$ cat src/rtl/tu_pkg.sv
// Shared constants and types for the translation unit control registers.
// Assumes byte offsets that fit in 8 bits and a fixed set of eight fault types.
package tu_pkg;
    localparam int NFAULT = 8;
    localparam int TYPE_W = 3;
    localparam int NGRP   = 4;

    localparam int OFF_CTRL  = 'h00;
    localparam int OFF_CFG   = 'h04;
    localparam int OFF_STAT  = 'h08;
    localparam int OFF_FALL  = 'h0C;
    localparam int OFF_FENT  = 'h10;
    localparam int OFF_BASE  = 'h14;
    localparam int OFF_ISTAT = 'h18;
    localparam int OFF_ICLR  = 'h1C;
    localparam int OFF_CAP0  = 'h24;
    localparam int OFF_VER   = 'h34;

    localparam logic [31:0] CODE_RUN  = 32'h5;
    localparam logic [31:0] CODE_HOLD = 32'h7;
    localparam logic [31:0] CODE_OFF  = 32'h0;

    typedef enum logic [1:0] {
        MODE_OFF  = 2'd0,
        MODE_RUN  = 2'd1,
        MODE_HOLD = 2'd2
    } mode_t;

    // Fault types per capture group: page, write channel, read channel, bus error
    localparam logic [NFAULT-1:0] GRP_MASK [NGRP] = '{8'h01, 8'hC4, 8'h32, 8'h08};
endpackage

$ cat src/rtl/tu_mode_ctrl.sv
// Operating mode state machine: off, run and hold, with a drain counter.
// Assumes ctrl_wr is a single-cycle write strobe and fault_acc is already
// gated by the unit not being off. A fault wins over a control write.
module tu_mode_ctrl
    import tu_pkg::*;
#(
    parameter int DATA_W       = 32,
    parameter int DRAIN_CYCLES = 2
) (
    input  logic              clk,
    input  logic              rst_n,
    input  logic              ctrl_wr,
    input  logic [DATA_W-1:0] ctrl_val,
    input  logic              fault_acc,
    output mode_t             mode,
    output logic              hold_done
);
    localparam int CNT_W = (DRAIN_CYCLES < 1) ? 1 : $clog2(DRAIN_CYCLES + 1);

    logic [CNT_W-1:0] drain_cnt;

    // Mode and drain counter update
    always_ff @(posedge clk) begin
        if (!rst_n) begin
            mode      <= MODE_OFF;
            drain_cnt <= '0;
        end else if (fault_acc) begin
            mode      <= MODE_HOLD;
            drain_cnt <= '0;
        end else if (ctrl_wr && ctrl_val == DATA_W'(CODE_RUN)) begin
            mode      <= MODE_RUN;
            drain_cnt <= '0;
        end else if (ctrl_wr && ctrl_val == DATA_W'(CODE_OFF)) begin
            mode      <= MODE_OFF;
            drain_cnt <= '0;
        end else if (ctrl_wr && ctrl_val == DATA_W'(CODE_HOLD) && mode != MODE_HOLD) begin
            mode      <= MODE_HOLD;
            drain_cnt <= CNT_W'(DRAIN_CYCLES);
        end else if (mode == MODE_HOLD && drain_cnt != '0) begin
            drain_cnt <= drain_cnt - 1'b1;
        end
    end

    // Drain completes once the counter has run out in hold mode
    always_comb hold_done = (mode == MODE_HOLD) && (drain_cnt == '0);
endmodule

$ cat src/rtl/tu_fault_log.sv
// Fault status bits and grouped fault address capture.
// Assumes fault_acc is qualified upstream; a set beats a clear of the same bit.
module tu_fault_log
    import tu_pkg::*;
#(
    parameter int DATA_W = 32
) (
    input  logic                         clk,
    input  logic                         rst_n,
    input  logic                         fault_acc,
    input  logic [TYPE_W-1:0]            fault_type,
    input  logic [DATA_W-1:0]            fault_addr,
    input  logic                         clr_wr,
    input  logic [NFAULT-1:0]            clr_bits,
    output logic [NFAULT-1:0]            status,
    output logic [NGRP-1:0][DATA_W-1:0]  cap_addr
);
    logic [NFAULT-1:0] set_vec;
    logic [NFAULT-1:0] keep_vec;

    // One-hot set vector and surviving bits after this cycle's clear
    always_comb begin
        set_vec  = fault_acc ? (NFAULT'(1) << fault_type) : '0;
        keep_vec = status & ~(clr_wr ? clr_bits : '0);
    end

    for (genvar i = 0; i < NFAULT; i++) begin : g_stat
        // Status bit: set has priority over clear
        always_ff @(posedge clk) begin
            if (!rst_n) status[i] <= 1'b0;
            else        status[i] <= set_vec[i] | keep_vec[i];
        end
    end

    for (genvar g = 0; g < NGRP; g++) begin : g_cap
        // Capture the address only when the group has no bit still pending
        always_ff @(posedge clk) begin
            if (!rst_n)
                cap_addr[g] <= '0;
            else if ((set_vec & GRP_MASK[g]) != '0 && (keep_vec & GRP_MASK[g]) == '0)
                cap_addr[g] <= fault_addr;
        end
    end
endmodule

$ cat src/rtl/tu_cmd_regs.sv
// Plain configuration registers and flush command pulses.
// Assumes write strobes are single-cycle and decoded by the parent.
module tu_cmd_regs #(
    parameter int DATA_W     = 32,
    parameter int PAGE_SHIFT = 12
) (
    input  logic                         clk,
    input  logic                         rst_n,
    input  logic                         cfg_wr,
    input  logic                         base_wr,
    input  logic                         fall_wr,
    input  logic                         fent_wr,
    input  logic [DATA_W-1:0]            wdata,
    output logic [DATA_W-1:0]            cfg_word,
    output logic [DATA_W-1:0]            tbl_base,
    output logic                         flush_all,
    output logic                         flush_entry,
    output logic [DATA_W-PAGE_SHIFT-1:0] flush_page
);
    // Configuration and table base storage
    always_ff @(posedge clk) begin
        if (!rst_n) begin
            cfg_word <= '0;
            tbl_base <= '0;
        end else begin
            if (cfg_wr)  cfg_word <= wdata;
            if (base_wr) tbl_base <= wdata;
        end
    end

    // Flush pulses last one cycle; the page number holds between commands
    always_ff @(posedge clk) begin
        if (!rst_n) begin
            flush_all   <= 1'b0;
            flush_entry <= 1'b0;
            flush_page  <= '0;
        end else begin
            flush_all   <= fall_wr & wdata[0];
            flush_entry <= fent_wr & wdata[0];
            if (fent_wr && wdata[0])
                flush_page <= wdata[DATA_W-1:PAGE_SHIFT];
        end
    end
endmodule

$ cat src/rtl/tu_ctrl_regs.sv
// Top of the translation unit control register block: bus decode, read mux,
// mode control, fault log and command registers. Reads are combinational;
// writes take effect at the sampling edge. Assumes ADDR_W >= 8.
module tu_ctrl_regs
    import tu_pkg::*;
#(
    parameter int ADDR_W       = 8,
    parameter int DATA_W       = 32,
    parameter int PAGE_SHIFT   = 12,
    parameter int DRAIN_CYCLES = 2,
    parameter int VER_MAJOR    = 3
) (
    input  logic                         clk,
    input  logic                         rst_n,
    input  logic                         bus_sel,
    input  logic                         bus_wr,
    input  logic [ADDR_W-1:0]            bus_addr,
    input  logic [DATA_W-1:0]            bus_wdata,
    output logic [DATA_W-1:0]            bus_rdata,
    input  logic                         flt_valid,
    input  logic [2:0]                   flt_type,
    input  logic [DATA_W-1:0]            flt_addr,
    output logic                         irq,
    output logic                         stall,
    output logic                         xlat_en,
    output logic [DATA_W-1:0]            tbl_base,
    output logic [DATA_W-1:0]            cfg_word,
    output logic                         flush_all,
    output logic                         flush_entry,
    output logic [DATA_W-PAGE_SHIFT-1:0] flush_page
);
    logic                        wr_stb;
    logic                        fault_acc;
    mode_t                       mode;
    logic                        hold_done;
    logic [NFAULT-1:0]           fault_stat;
    logic [NGRP-1:0][DATA_W-1:0] cap_addr;

    // Write strobe and fault qualification
    always_comb begin
        wr_stb    = bus_sel & bus_wr;
        fault_acc = flt_valid && (mode != MODE_OFF);
    end

    tu_mode_ctrl #(
        .DATA_W      (DATA_W),
        .DRAIN_CYCLES(DRAIN_CYCLES)
    ) u_mode (
        .clk      (clk),
        .rst_n    (rst_n),
        .ctrl_wr  (wr_stb && bus_addr == ADDR_W'(OFF_CTRL)),
        .ctrl_val (bus_wdata),
        .fault_acc(fault_acc),
        .mode     (mode),
        .hold_done(hold_done)
    );

    tu_fault_log #(
        .DATA_W(DATA_W)
    ) u_log (
        .clk       (clk),
        .rst_n     (rst_n),
        .fault_acc (fault_acc),
        .fault_type(flt_type),
        .fault_addr(flt_addr),
        .clr_wr    (wr_stb && bus_addr == ADDR_W'(OFF_ICLR)),
        .clr_bits  (bus_wdata[NFAULT-1:0]),
        .status    (fault_stat),
        .cap_addr  (cap_addr)
    );

    tu_cmd_regs #(
        .DATA_W    (DATA_W),
        .PAGE_SHIFT(PAGE_SHIFT)
    ) u_cmd (
        .clk        (clk),
        .rst_n      (rst_n),
        .cfg_wr     (wr_stb && bus_addr == ADDR_W'(OFF_CFG)),
        .base_wr    (wr_stb && bus_addr == ADDR_W'(OFF_BASE)),
        .fall_wr    (wr_stb && bus_addr == ADDR_W'(OFF_FALL)),
        .fent_wr    (wr_stb && bus_addr == ADDR_W'(OFF_FENT)),
        .wdata      (bus_wdata),
        .cfg_word   (cfg_word),
        .tbl_base   (tbl_base),
        .flush_all  (flush_all),
        .flush_entry(flush_entry),
        .flush_page (flush_page)
    );

    // Mode and interrupt outputs
    always_comb begin
        xlat_en = (mode == MODE_RUN);
        stall   = (mode == MODE_HOLD);
        irq     = |fault_stat;
    end

    // Combinational read mux
    always_comb begin
        bus_rdata = '0;
        if (bus_sel && !bus_wr) begin
            unique case (bus_addr)
                ADDR_W'(OFF_CTRL):  bus_rdata = (mode == MODE_RUN)  ? DATA_W'(CODE_RUN)  :
                                                (mode == MODE_HOLD) ? DATA_W'(CODE_HOLD) :
                                                                      DATA_W'(CODE_OFF);
                ADDR_W'(OFF_CFG):   bus_rdata = cfg_word;
                ADDR_W'(OFF_STAT):  bus_rdata = DATA_W'(hold_done);
                ADDR_W'(OFF_BASE):  bus_rdata = tbl_base;
                ADDR_W'(OFF_ISTAT): bus_rdata = DATA_W'(fault_stat);
                ADDR_W'(OFF_VER):   bus_rdata = DATA_W'(VER_MAJOR) << (DATA_W - 4);
                default: begin
                    for (int g = 0; g < NGRP; g++)
                        if (bus_addr == ADDR_W'(OFF_CAP0 + 4 * g))
                            bus_rdata = cap_addr[g];
                end
            endcase
        end
    end
endmodule

$ cat config.mk
export PLATFORM = sky130hd
export DESIGN_NAME = tu_ctrl_regs
export DESIGN_NICKNAME = d
export VERILOG_FILES = /design/src/rtl/tu_pkg.sv /design/src/rtl/tu_mode_ctrl.sv /design/src/rtl/tu_fault_log.sv /design/src/rtl/tu_cmd_regs.sv /design/src/rtl/tu_ctrl_regs.sv
export SDC_FILE = /design/constraint.sdc
export NUM_CORES = 1
export LEC_CHECK = 0
export ABC_CLOCK_PERIOD_IN_PS = 2500
export BUFFER_PORTS_ARGS = -buffer_cell sky130_fd_sc_hd__buf_2
export CORE_MARGIN = 3
export CORE_UTILIZATION = 55
export CTS_CLUSTER_SIZE = 12
export DETAILED_ROUTE_END_ITERATION = 8
export MAX_ROUTING_LAYER = met4
export PLACE_DENSITY = 0.8
export REMOVE_ABC_BUFFERS = 1
export SYNTH_ARGS = -nofsm -noshare
export SYNTH_HDL_FRONTEND = slang
export SYNTH_SLANG_ARGS = --single-unit
$ cat constraint.sdc
create_clock -name clk -period 2.5 [get_ports clk]
set_input_delay 0.375 -clock clk [delete_from_list [all_inputs] [get_ports clk]]
set_output_delay 0.375 -clock clk [all_outputs]
set_load 0.05 [all_outputs]
---- Yosys cells after proc, flatten, opt, wreduce, memory -nomap -nowiden ----
Index checks and enable logic that the tools add are counted.
word-level totals
  register bits ........................... 226
  latch bits .............................. 0
  memory bits (writable) .................. 0
  ROM bits ................................ 0
  input port bits ......................... 80
  memories ................................ 0
operators by class
  $add $sub $neg .......................... 1
  $mul .................................... 0
  divide/modulo/power cells ............... 0
  $lt $le $gt $ge ......................... 0
  equal/unequal tests ..................... 17
  shift-type cells ........................ 1
  muxes and demuxes ....................... 16
  bitwise operators ....................... 14
  reductions and logical operators ........ 38
operators with widths
  operator             number
  $pmux 32 s6          1
  $mux 32              5
  $eq 32x3->1 const B  2
  $eq 8x6->1 const B   5
  $logic_not 8->1      5
  $eq 8x5->1 const B   4
  $logic_not 32->1     1
  $logic_and 1x1->1    19
  $eq 8x4->1 const B   2
  $mux 8               2
  $reduce_bool 8->1    2
  $mux 2               6
  $and 8x8->8          1
  $eq 8x3->1 const B   1
  $not 8->8            1
  $or 1x1->1           8
  $reduce_or 8->1      1
  $shl 1x3->8 const A  1
  $mux 3               2
  $reduce_bool 2->1    3
  $reduce_or 5->1      1
  $reduce_bool 4->1    1
  $reduce_or 4->1      1
  $and 1x1->1          3
  other kinds (9)      9

---- Depth between registers and ports, before layout ----
Gate-level depths: netlist of the first run.
  depth in word-level cells ............... 8
  depth in mapped cells ................... 9
  gate-level depth less buffers ........... 7

---- By module ----
Synthesis of the first run repeated with hierarchy kept, for this count alone.
unflattened totals
  cells, all modules ...................... 1274
  area, all modules ....................... 11218.3 um2
by module, submodules not included
  module        times used  cells an instance  area an instance (um2)
  tu_fault_log  1           582                5469.0
  tu_cmd_regs   1           302                3374.5
  tu_ctrl_regs  1           349                2025.7
  tu_mode_ctrl  1           41                 349.1

---- Worst setup path after synthesis of the first run ----
Ideal clock, no wire load.
  path type ............................... input-to-output
  from .................................... in bus_addr[3]
  to ...................................... out bus_rdata[28]
  arrival ................................. 2.910 ns
  setup slack ............................. -0.785 ns
  stages .................................. 7
  path buffers ............................ 3
  cell sequence ........................... buf_2 nor4_2 and4_1 clkbuf_1 buf_2 a22oi_1 a211oi_1
on the way
  cells in the longest elaborated chain, start to end .. 7
ends and longest elaborated chain
  what                   RTL line             source
  from (decl)            tu_ctrl_regs.sv:17   input logic [ADDR_W-1:0] bus_addr,
  $eq 8x6->1             tu_ctrl_regs.sv:112  if (bus_addr == ADDR_W'(OFF_CAP0 + 4 * g))
  $mux 32 (4 in series)  tu_ctrl_regs.sv:112
  $pmux 32 s6 *          tu_ctrl_regs.sv:101  unique case (bus_addr)
  $mux 32 *              tu_ctrl_regs.sv:100  if (bus_sel && !bus_wr) begin
  to (decl)              tu_ctrl_regs.sv:19   output logic [DATA_W-1:0] bus_rdata,
Mark *: on every way between the ends. The rest lies on a longest branch, timed or not.

---- Worst setup path after layout of the first run ----
  from .................................... in bus_addr[5]
  to ...................................... out bus_rdata[7]
The elaborated chain is that of the path after synthesis.

==> results of run 1 <==
area by class of cell:
type	instances	area share, %
antenna	2	0.0410
clock buffer	33	5.36
inverter	14	0.431
multi-input combinational	815	40.9
sequential	226	37.1
tap	225	2.31
timing repair buffer	257	13.8
metrics by stage:
stage | hold slack (ns) | instance area [um2] | worst slack [ns] | setup TNS, ns
global placement | 0.436 | 11400 | -0.0797 | -0.0810
floorplan | 0.439 | 9480 | -1.47 | -98.65
detailed placement | 0.444 | 11400 | -0.0947 | -0.0947
CTS | 0.134 | 12000 | 0.00244 | 0
global route | 0.155 | 12200 | -0.00609 | -0.00826
finish | 0.146 | 12200 | 0.0441 | 0
Yosys cell counts, drive strengths merged (2+ instances only):
cell type	number
clkbuf	48
a211o	2
a22o	8
nand2b	3
or4	2
nor4b	3
mux2i	54
nand3	101
a21oi	123
and3	2
a31oi	2
o41ai	7
and2	4
and4	2
nand2	245
nor4	13
nor2	35
nand3b	3
or3b	2
a22oi	26
dfxtp	226
nor3	6
ha	4
a221oi	28
a222oi	12
o21ai	98
inv	14
nand4	7
buf	48
nor2b	4
a211oi	3
o21a	3
or4b	2
layer usage:
| layer | up-vias | global-route usage (%) |
|---|---|---|
| met5 | - | - |
| met4 | 0 | 11.1 |
| met3 | 61 | 4.21 |
| met2 | 434 | 49.0 |
| met1 | 4541 | 40.9 |
| li1 | 4476 | - |
worst min path at each step:
stage,from,endpoint,cells after the start
after detailed placement,u_cmd.flush_page[13],u_cmd.flush_page[13],2
after floorplan,u_log.cap_addr[97],u_log.cap_addr[97],2
final,bus_wdata[31],u_cmd.cfg_word[31],3
after CTS,bus_wdata[31],u_cmd.cfg_word[31],3
after global placement,u_cmd.flush_page[14],u_cmd.flush_page[14],2
after global routing,bus_wdata[29],u_cmd.cfg_word[29],3
what timing repair did:
| item | 4_1_cts | 5_1_grt |
|---|---|---|
| gates cloned | 0 | 2 |
| endpoints found under the setup margin | 3 | 30 |
| resized for setup | 4 | 32 |
tightest hold or removal path, cell delays in order:
cell     delay, ns
buf_2         0.12
nand2_1       0.05
a21oi_1       0.05
cell families after synthesis:
kind of cell,share of synthesized area [%]
compound gates,21.5
xor+xnor,0.175
fa+ha+maj,0.501
buf+inv,5.61
flops,45.3
mux,5.52
simple gates,21.4
flip-flops by register name, indices dropped and copies added (netlist names):
name               cells
u_mode.drain_cnt       2
u_log.cap_addr       128
u_cmd.flush_entry      1
u_cmd.flush_page      20
u_cmd.tbl_base        32
u_mode.mode            2
u_cmd.flush_all        1
u_log.status           8
u_cmd.cfg_word        32
report_power, final:
group / internal [mW] / leakage (nW) / switching, mW
sequential: 3.60 / 1.82 / 0.000694
combinational: 0.108 / 2.61 / 0.259
clock: 1.78 / 0.319 / 1.34
total: 5.49 / 4.75 / 1.60
==> run metrics, run 1 <==
Crit Path Class=in -> out; most frequent cells in the layout=nand2_1 (244), dfxtp_1 (225), buf_2 (186), a21oi_1 (121), nand3_1 (72); CTS Sinks=226; clk_skew=0.00776 ns; share of layout cells above drive strength 1=28.5%; CP peak stage delay=0.62 ns; headroom to the max-slew limit=51.4%; CP delay by family, top=simple AND/OR/NAND/NOR gates; clk root buf=clkbuf_16; Core ar.=17,500 um2; status=finished, final reports clean; first-pass GRT wire length=48,700 um; synthesized area=9990 um2; post-synthesis sequential area ratio=45.3%; reg-to-reg critical path endpoint=u_mode.mode[1]; Leak=4.75 nW; CTS tree=yes; Post-synth EDFFs=0; Critical Path Stages=7; met1 wire length=13,200 um; I/O pin count=201; met2 wire length=15,000 um; RD Place Congestion=0.957; FF-to-FF Start=u_mode.mode[0]; grt ovf=0; initial antenna violation count=2; Ys Warns=0; Final Cycle Share=98.2%; die height=141 um; CP max FO=8; syn avg cell area=8.68 um2; Clock Path Buffers=3; gr usage total=31.0%; actual slew at the worst max-slew pin=0.728 ns; H-tree levels=1; Worst setup EP type=primary output; # Post-CTS Setup Buffers=0; die area=19,800 um2; number of global-route vias before repair=9,094; most used cell, CP=buf_2; Layout Nets=1,421; flop2flop setup slack=0.30 ns; CTS buffer count=23; port bufs=200; Cell variety after synth=56; drt first pass iters=7; fin cells=1,572; uppermost layer routed=met4; Async S/R FF share, synth=0%; Hold-fix buffers, CTS=0; initial drt markers=1,058; pwr dens=581 nW/um2; CP Launch Point=bus_addr[5]; CP Buf/Inv Count=3; die width=141 um; endpoints failing setup=0; post-synth top area share=45.3%; Crit-path slowest cell=or4b_4; routed via count=9,512; crit start category=input port; Setup crit end=bus_rdata[7]; Cells after Synth=1,151; largest net degree at the start of global routing=65; min-delay worst type=in -> reg; pins over their slew limit=0; P&R area growth vs syn=22.1%; initial core utilization=56.9%; Worst EP arrival=2.08 ns; fin util=69.5%; CP Data Required Time=2.12 ns; largest cells by area after synthesis=dfxtp_1 (45%), nand2_1 (9.2%), a21oi_1 (6.2%); top_reg_cell synth=dfxtp_1; area leader, netlist=dfxtp_1; Post-Route WL=31,500 um; most common cell after layout, fill and taps aside=nand2_1; Clock Pin Slew Worst Setup and Hold Paths=0.06 ns; cells along the critical path=buf_2 > or4b_4 > nor2_1 > buf_4 > a222oi_1 > a21oi_1 > buf_2; clk_lat worst skew=0.50 ns; area of the multi-input gates=4990 um2; reg2reg path depth=7; Post-DP HPWL=21,300 um; number of placed instances, taps included=1,535; WL met3=2430 um; final hold violation count=0; worst IR drop on VDD=468 uV; Remaining DRCs=0; Seq. cell area=4530 um2; row count=48; vias per cell=6.05; RSZ-0062 raised after global routing=yes; WL per Instance=20.0 um; Fillers=1,355; synthesized flop and latch total=226; fin crit period=2.46 ns; Max Freq=407 MHz; total power=7.09 mW; post-route ant nets=0; max-cap violations=0
(Power assumes the default switching activity.)
==> run 2: changes to the inputs <==
Settings changed: ABC_AREA set to 0, ABC_CLOCK_PERIOD_IN_PS 2500 to 2700.
Clock period 2.5 ns to 2.7 ns, I/O delays scaled along.
==> run 2 against run 1 <==
  * Flip-flop and latch count stayed put
  * Wire length is 0.53% lower
  * Count of clock-buffer cells in the layout is 1 higher
  * Sequential share of layout area is 0.50 points higher
  * Sequential power is 7.2% lower
  * Highest routed layer unchanged
  * Critical endpoint is now bus_rdata[28]
  * Via count is 0.15% lower
  * Hold slack better by 0.0061 ns
==> run metrics, run 2 (synthesis results as in run 1) <==
port bufs=200 (unchanged); biggest regs=u_log.cap_addr (128), u_cmd.cfg_word (32), u_cmd.tbl_base (32); clk_skew=0.00831 ns (+0.000558 ns); Post-Route WL=31,400 um (-0.53%); status=finished, final reports clean; initial drt markers=922 (-13%); Leak=4.68 nW (-1.4%); CP Data Required Time=2.30 ns (+0.18 ns); Top reg by flops=u_log.cap_addr; crit start category=input port; setup ws final=0.0297 ns (-0.0144 ns); headroom to the max-slew limit=42.5% (-9.0 points); min-delay worst type=in -> reg; fin cells=1,563 (-0.57%); most frequent cells in the layout=nand2_1 (245), dfxtp_1 (226), buf_2 (197), a21oi_1 (123), nand3_1 (72); initial core utilization=56.9% (unchanged); I/O pin count=201 (unchanged); endpoints failing setup=0 (unchanged); initial antenna violation count=1 (-1); Hold-fix buffers, CTS=0 (unchanged); fin crit period=2.67 ns; Final Cycle Share=98.9%; H-tree levels=1 (unchanged); RSZ-0062 raised after global routing=no; share of layout cells above drive strength 1=27.0% (-1.5 points); max reg flops=128 (unchanged); CTS Sinks=226 (unchanged); pins over their slew limit=0 (unchanged); CTS tree=yes; Clock Path Buffers=3 (unchanged); Max Freq=374 MHz; gr usage total=31.4% (+0.37 points); most common cell after layout, fill and taps aside=nand2_1; clk_lat worst skew=0.52 ns (+0.02 ns); CP max FO=8 (unchanged); hold_ws=0.152 ns (+0.00606 ns); grt ovf=0 (unchanged); post-route ant nets=0 (unchanged); total power=6.81 mW (-3.9%); die height=141 um (unchanged); clk root buf=clkbuf_16; actual slew at the worst max-slew pin=0.863 ns (+0.134 ns); WL per Instance=20.1 um (about the same); die area=19,800 um2 (unchanged); number of global-route vias before repair=9,130 (+0.40%); final hold violation count=0 (unchanged); Remaining DRCs=0 (unchanged); CTS buffer count=24 (+4.3%); max-cap violations=0 (unchanged); Layout Nets=1,409 (-0.84%); P&R area growth vs syn=20.5%; first-pass GRT wire length=49,000 um (+0.52%); row count=48 (unchanged); drt first pass iters=7 (unchanged); Worst EP arrival=2.27 ns (+0.19 ns); Core ar.=17,500 um2 (unchanged); Worst setup EP type=primary output; Fin Setup TNS=0 ns (unchanged); Place WS=0.0192 ns (+0.114 ns); Post-DP HPWL=21,300 um (+0.11%); largest net degree at the start of global routing=79 (+22%); Clock Pin Slew Worst Setup and Hold Paths=0.06 ns (about the same); worst IR drop on VDD=500 uV (+6.7%); Crit Path Class=in -> out; routed via count=9,498 (-0.15%); number of placed instances, taps included=1,524 (-0.72%); die width=141 um (unchanged); RD Place Congestion=0.952 (-0.53%); pwr dens=566 nW/um2 (-2.6%); vias per cell=6.08 (+0.43%)
-- run 2: cell count changes in the layout (fill, tap and decap cells not counted), sizes merged --
cell,before,now
diode,2,1
clkinv,0,2
clkbuf,41,35
buf,249,243
bufinv,0,1
clkinvlp,0,1
-- run 2: metal layers --
metal  share of wire (%)  track usage, %
met5                   0               -
met4                 3.0            10.5
met3                 8.3            4.88
met2                  47            49.5
met1                  42            41.4
-- run 2: through the flow --
stage	utilization, %	instance area, um2
floorplan	-	9480
global placement	64.3	11300
detailed placement	64.3	11300
CTS	68.5	12000
global route	68.6	12000
finish	68.6	12000
-- run 2: final timing paths --
path                            start                  end  slack [ns]  cells past startpoint
setup / recovery          bus_addr[5]        bus_rdata[28]        0.03                      7
hold / removal          bus_wdata[10]   u_cmd.tbl_base[10]        0.15                      3
setup reg to reg       u_mode.mode[0]   u_log.cap_addr[89]        0.58                      8
hold reg to reg   u_cmd.flush_page[2]  u_cmd.flush_page[2]        0.45                      2
-- run 2: area by class of cell --
cell class | instances | area [um2]
fillers | 1428 | 5510
multi-input cells | 815 | 4930
flip-flops and latches | 226 | 4520
repair buffers | 244 | 1510
clock buffers | 34 | 678
well taps | 225 | 282
clock inverters | 4 | 58.8
inverters | 14 | 52.6
diodes | 1 | 2.50
-- run 2: power by group --
part | total (mW) | switching [mW] | internal (mW)
Clock | 3.15 | 1.32 | 1.83
Sequential | 3.34 | 0.000623 | 3.33
Combinational | 0.327 | 0.234 | 0.0924
-- run 2: repair_timing --
action / 4_1_cts / 5_1_grt
setup buffers: 0 / 0
gates resized for setup: 0 / 3
endpoints found under the setup margin: 0 / 7
-- run 2: worst max-delay path, stage by stage --
cell and delay (ns):
buf_2 0.14, or4b_4 0.64, nor2_1 0.13, buf_4 0.18, a221oi_1 0.15, a211oi_1 0.30, clkbuf_4 0.31
==> run 3: changes to the inputs <==
Settings changed: PLACE_DENSITY 0.8 to 0.79, SYNTH_HIERARCHICAL set to 1.
==> run 3 against run 2 <==
  * Via count increased by 5.2%
  * Sequential share of layout area decreased by 3.9 points
  * Wire length increased by 4.2%
  * Critical path depth unchanged
  * Power increased by 5.1%
  * Final area increased by 12%
  * Clock power increased by 8.3%
  * The run now ends with negative setup slack left
  * Non-clock buffer count increased by 16
  * Largest cell class unchanged
  * Highest routed layer unchanged
  * Register-to-register slack got worse by 0.18 ns
==> run metrics, run 3 <==
status=complete, but fails checks; violated checks=negative setup slack; Cell variety after synth=66 (+18%); Post-DP HPWL=22,600 um (+5.7%); P&R area growth vs syn=20.0%; CTS Sinks=226 (unchanged); Post-synth EDFFs=0 (unchanged); Internal Power=5.54 mW (+5.4%); gr usage total=29.2% (-2.2 points); pins over their slew limit=0 (unchanged); post-synthesis sequential area ratio=40.3% (-5.0 points); FF-to-FF Start=u_mode/mode[1]; sw power=1.61 mW (+3.9%); first-pass GRT wire length=51,100 um (+4.3%); port bufs=200 (unchanged); hold_ws=0.149 ns (-0.00313 ns); die height=149 um (+5.7%); max-cap violations=0 (unchanged); WL per Instance=18.8 um (-6.5%); Hold Startpoint=flt_addr[6]; share of layout cells above drive strength 1=29.6% (+2.6 points); RSZ-0062 raised after global routing=yes; grt ovf=0 (unchanged); die width=149 um (+5.7%); register share of total power=46.6% (-2.4 points); fin crit period=2.70 ns (+0.0324 ns); Layout Nets=1,548 (+9.9%); total power=7.15 mW (+5.1%); Clock Path Buffers=3 (unchanged); largest family of logic cells by synthesized area=simple AND/OR/NAND/NOR gates; Worst setup EP type=primary output; Post-Route WL=32,700 um (+4.2%); CTS buffer count=25 (+4.2%); design area=13,500 um2 (+12%); pwr dens=532 nW/um2 (-6.1%); max reg flops=128 (unchanged); Ys Warns=6 (+6); vias per cell=5.74 (-5.6%); biggest regs=u_log/cap_addr (128), u_cmd/cfg_word (32), u_cmd/tbl_base (32); Async S/R FF share, synth=0% (unchanged); CP max FO=5 (-3); most frequent cells in the layout=nand2_1 (305), dfxtp_1 (224), buf_2 (193), mux2i_1 (130), nor2b_1 (73); I/O pin count=201 (unchanged); clk_lat worst skew=0.52 ns (about the same); Commonest cells post-synth=nand2_1 (305), dfxtp_1 (226), mux2i_1 (130); Core ar.=19,700 um2 (+12%); die area=22,100 um2 (+12%); synthesized area=11,200 um2 (+12%); top-count cell post-synth=nand2_1; headroom to the max-slew limit=61.0% (+19 points); synthesized flop and latch total=226 (unchanged); Final Cycle Share=100% (+1.2 points); Sw Ratio=22.5% (-0.25 points); endpoints failing setup=1 (+1); power share of the clock group=47.7% (+1.5 points); Crit Path Class=reg -> out; mux cell area share after synthesis=14.1% (+8.6 points); clk root buf=clkbuf_16; CP Launch Point=u_mode/mode[1]; actual slew at the worst max-slew pin=0.580 ns (-0.282 ns); number of global-route vias before repair=9,493 (+4.0%); initial drt markers=843 (-8.6%); CP Data Required Time=2.30 ns (about the same); Inserted Diodes=0 (-1); largest cells by area after synthesis=dfxtp_1 (40%), mux2i_1 (12%), nand2_1 (10%); complex-gate fraction of the synthesized area=15.5% (-5.9 points); Worst EP arrival=2.30 ns (+0.03 ns); clk_skew=0.0136 ns (+0.00526 ns); RD Place Congestion=0.962 (+1.0%); row count=51 (+6.3%); worst IR drop on VDD=486 uV (-2.8%); Post-Synth XOR/XNOR Area=0.156% (-0.019 points); final hold violation count=0 (unchanged); CP peak stage delay=0.46 ns (-0.18 ns); most common cell after layout, fill and taps aside=nand2_1; initial core utilization=56.9% (about the same); crit start category=register; syn avg cell area=8.81 um2 (+1.5%); setup ws final=-0.00270 ns (-0.0324 ns); placed cell area=12,600 um2 (+11%); routed via count=9,992 (+5.2%); post-route ant nets=0 (unchanged); Top reg by flops=u_log/cap_addr; Fin Setup TNS=-0.00270 ns (-0.00270 ns); post-synthesis simple-gate area fraction=23.4% (+2.0 points); initial antenna violation count=0 (-1); cells along the critical path=buf_4 > ha_1 > inv_1 > nor4_1 > o311ai_0 > nand3_1 > clkbuf_4; largest net degree at the start of global routing=84 (+6.3%); Clock Pin Slew Worst Setup and Hold Paths=0.06 ns (about the same); Leak=4.87 nW (+4.0%); CTS tree=yes; adder-cell share of the synthesized area=0.558% (+0.057 points); area leader, netlist=dfxtp_1; Max Freq=370 MHz (-1.2%); post-synth top area share=40.3% (-5.0 points); Hold-fix buffers, CTS=0 (unchanged); H-tree levels=1 (unchanged); Comb power frac=5.7% (+0.9 points); Cells after Synth=1,274 (+11%); top_reg_cell synth=dfxtp_1; Remaining DRCs=0 (unchanged); drt first pass iters=5 (-2); min-delay worst type=in -> reg; Crit-path slowest cell=o311ai_0
-- run 3: what timing repair did --
| item | CTS | global route |
|---|---|---|
| pin swaps | 1 | 5 |
| endpoints found under the setup margin | 2 | 10 |
| gates resized for setup | 4 | 18 |
| setup buffers | 0 | 3 |
-- run 3: logic make-up after synthesis --
group                      count (synthesis)
buffers and inverters                    110
adders and majority gates                  5
muxes                                    155
xor gates and xnor gates                   2
DFF                                      226
AOI/OAI and AO/OA                        240
and+or+nand+nor                          536
-- run 3: path summary, 6_finish.rpt --
path	slack, ns	to	cells after the start
setup / recovery	-0.003	bus_rdata[1]	7
hold / removal	0.15	u_log/cap_addr[102]	3
setup reg to reg	0.40	u_log/cap_addr[36]	8
hold reg to reg	0.45	u_log/cap_addr[101]	2
-- run 3: metrics by stage --
| stage | setup slack, ns | util, % | cells |
|---|---|---|---|
| after floorplan | -1.03 | - | 1176 |
| after global placement | 0.0143 | 63.7 | 1698 |
| after detailed placement | 0.0119 | 63.7 | 1698 |
| after CTS | 0.00741 | 67.9 | 1739 |
| after global routing | -0.0284 | 68.3 | 1742 |
| final | -0.00270 | 68.3 | 1742 |
-- run 3: worst max-delay path, delay by kind of cell, from the launching register on --
family,cells,cell delay (ns)
fa+ha+maj,1,0.17
buf+inv,3,0.51
simple gates,2,0.28
flops,1,0.35
compound gates,1,0.46
-- run 3: power by group through the flow --
stage	Combinational (mW)	Sequential (mW)	Clock, mW
6_report	0.410	3.33	3.41
5_1_grt	0.436	3.33	3.61
4_1_cts	0.401	3.34	3.45
3_5_place_dp	0.398	3.41	0
3_3_place_gp	0.397	3.41	0
2_1_floorplan	0.117	3.41	0
-- run 3: cell type report --
class | count | area (um2)
tap | 265 | 332
multi-input combinational | 938 | 6100
inverter | 12 | 50.0
clock buffer | 34 | 729
timing repair buffer | 260 | 1630
clock inverter | 7 | 91.3
fill | 1593 | 6260
sequential | 226 | 4530
-- run 3: routing by layer --
metal | vias up | share of wire (%) | GRT usage (%) | routed length, um
met5 | - | 0 | - | 0
met4 | 0 | 2.7 | 9.61 | 895
met3 | 67 | 7.8 | 4.50 | 2560
met2 | 432 | 47 | 46.3 | 15200
met1 | 4727 | 43 | 38.6 | 14000
li1 | 4766 | - | - | -
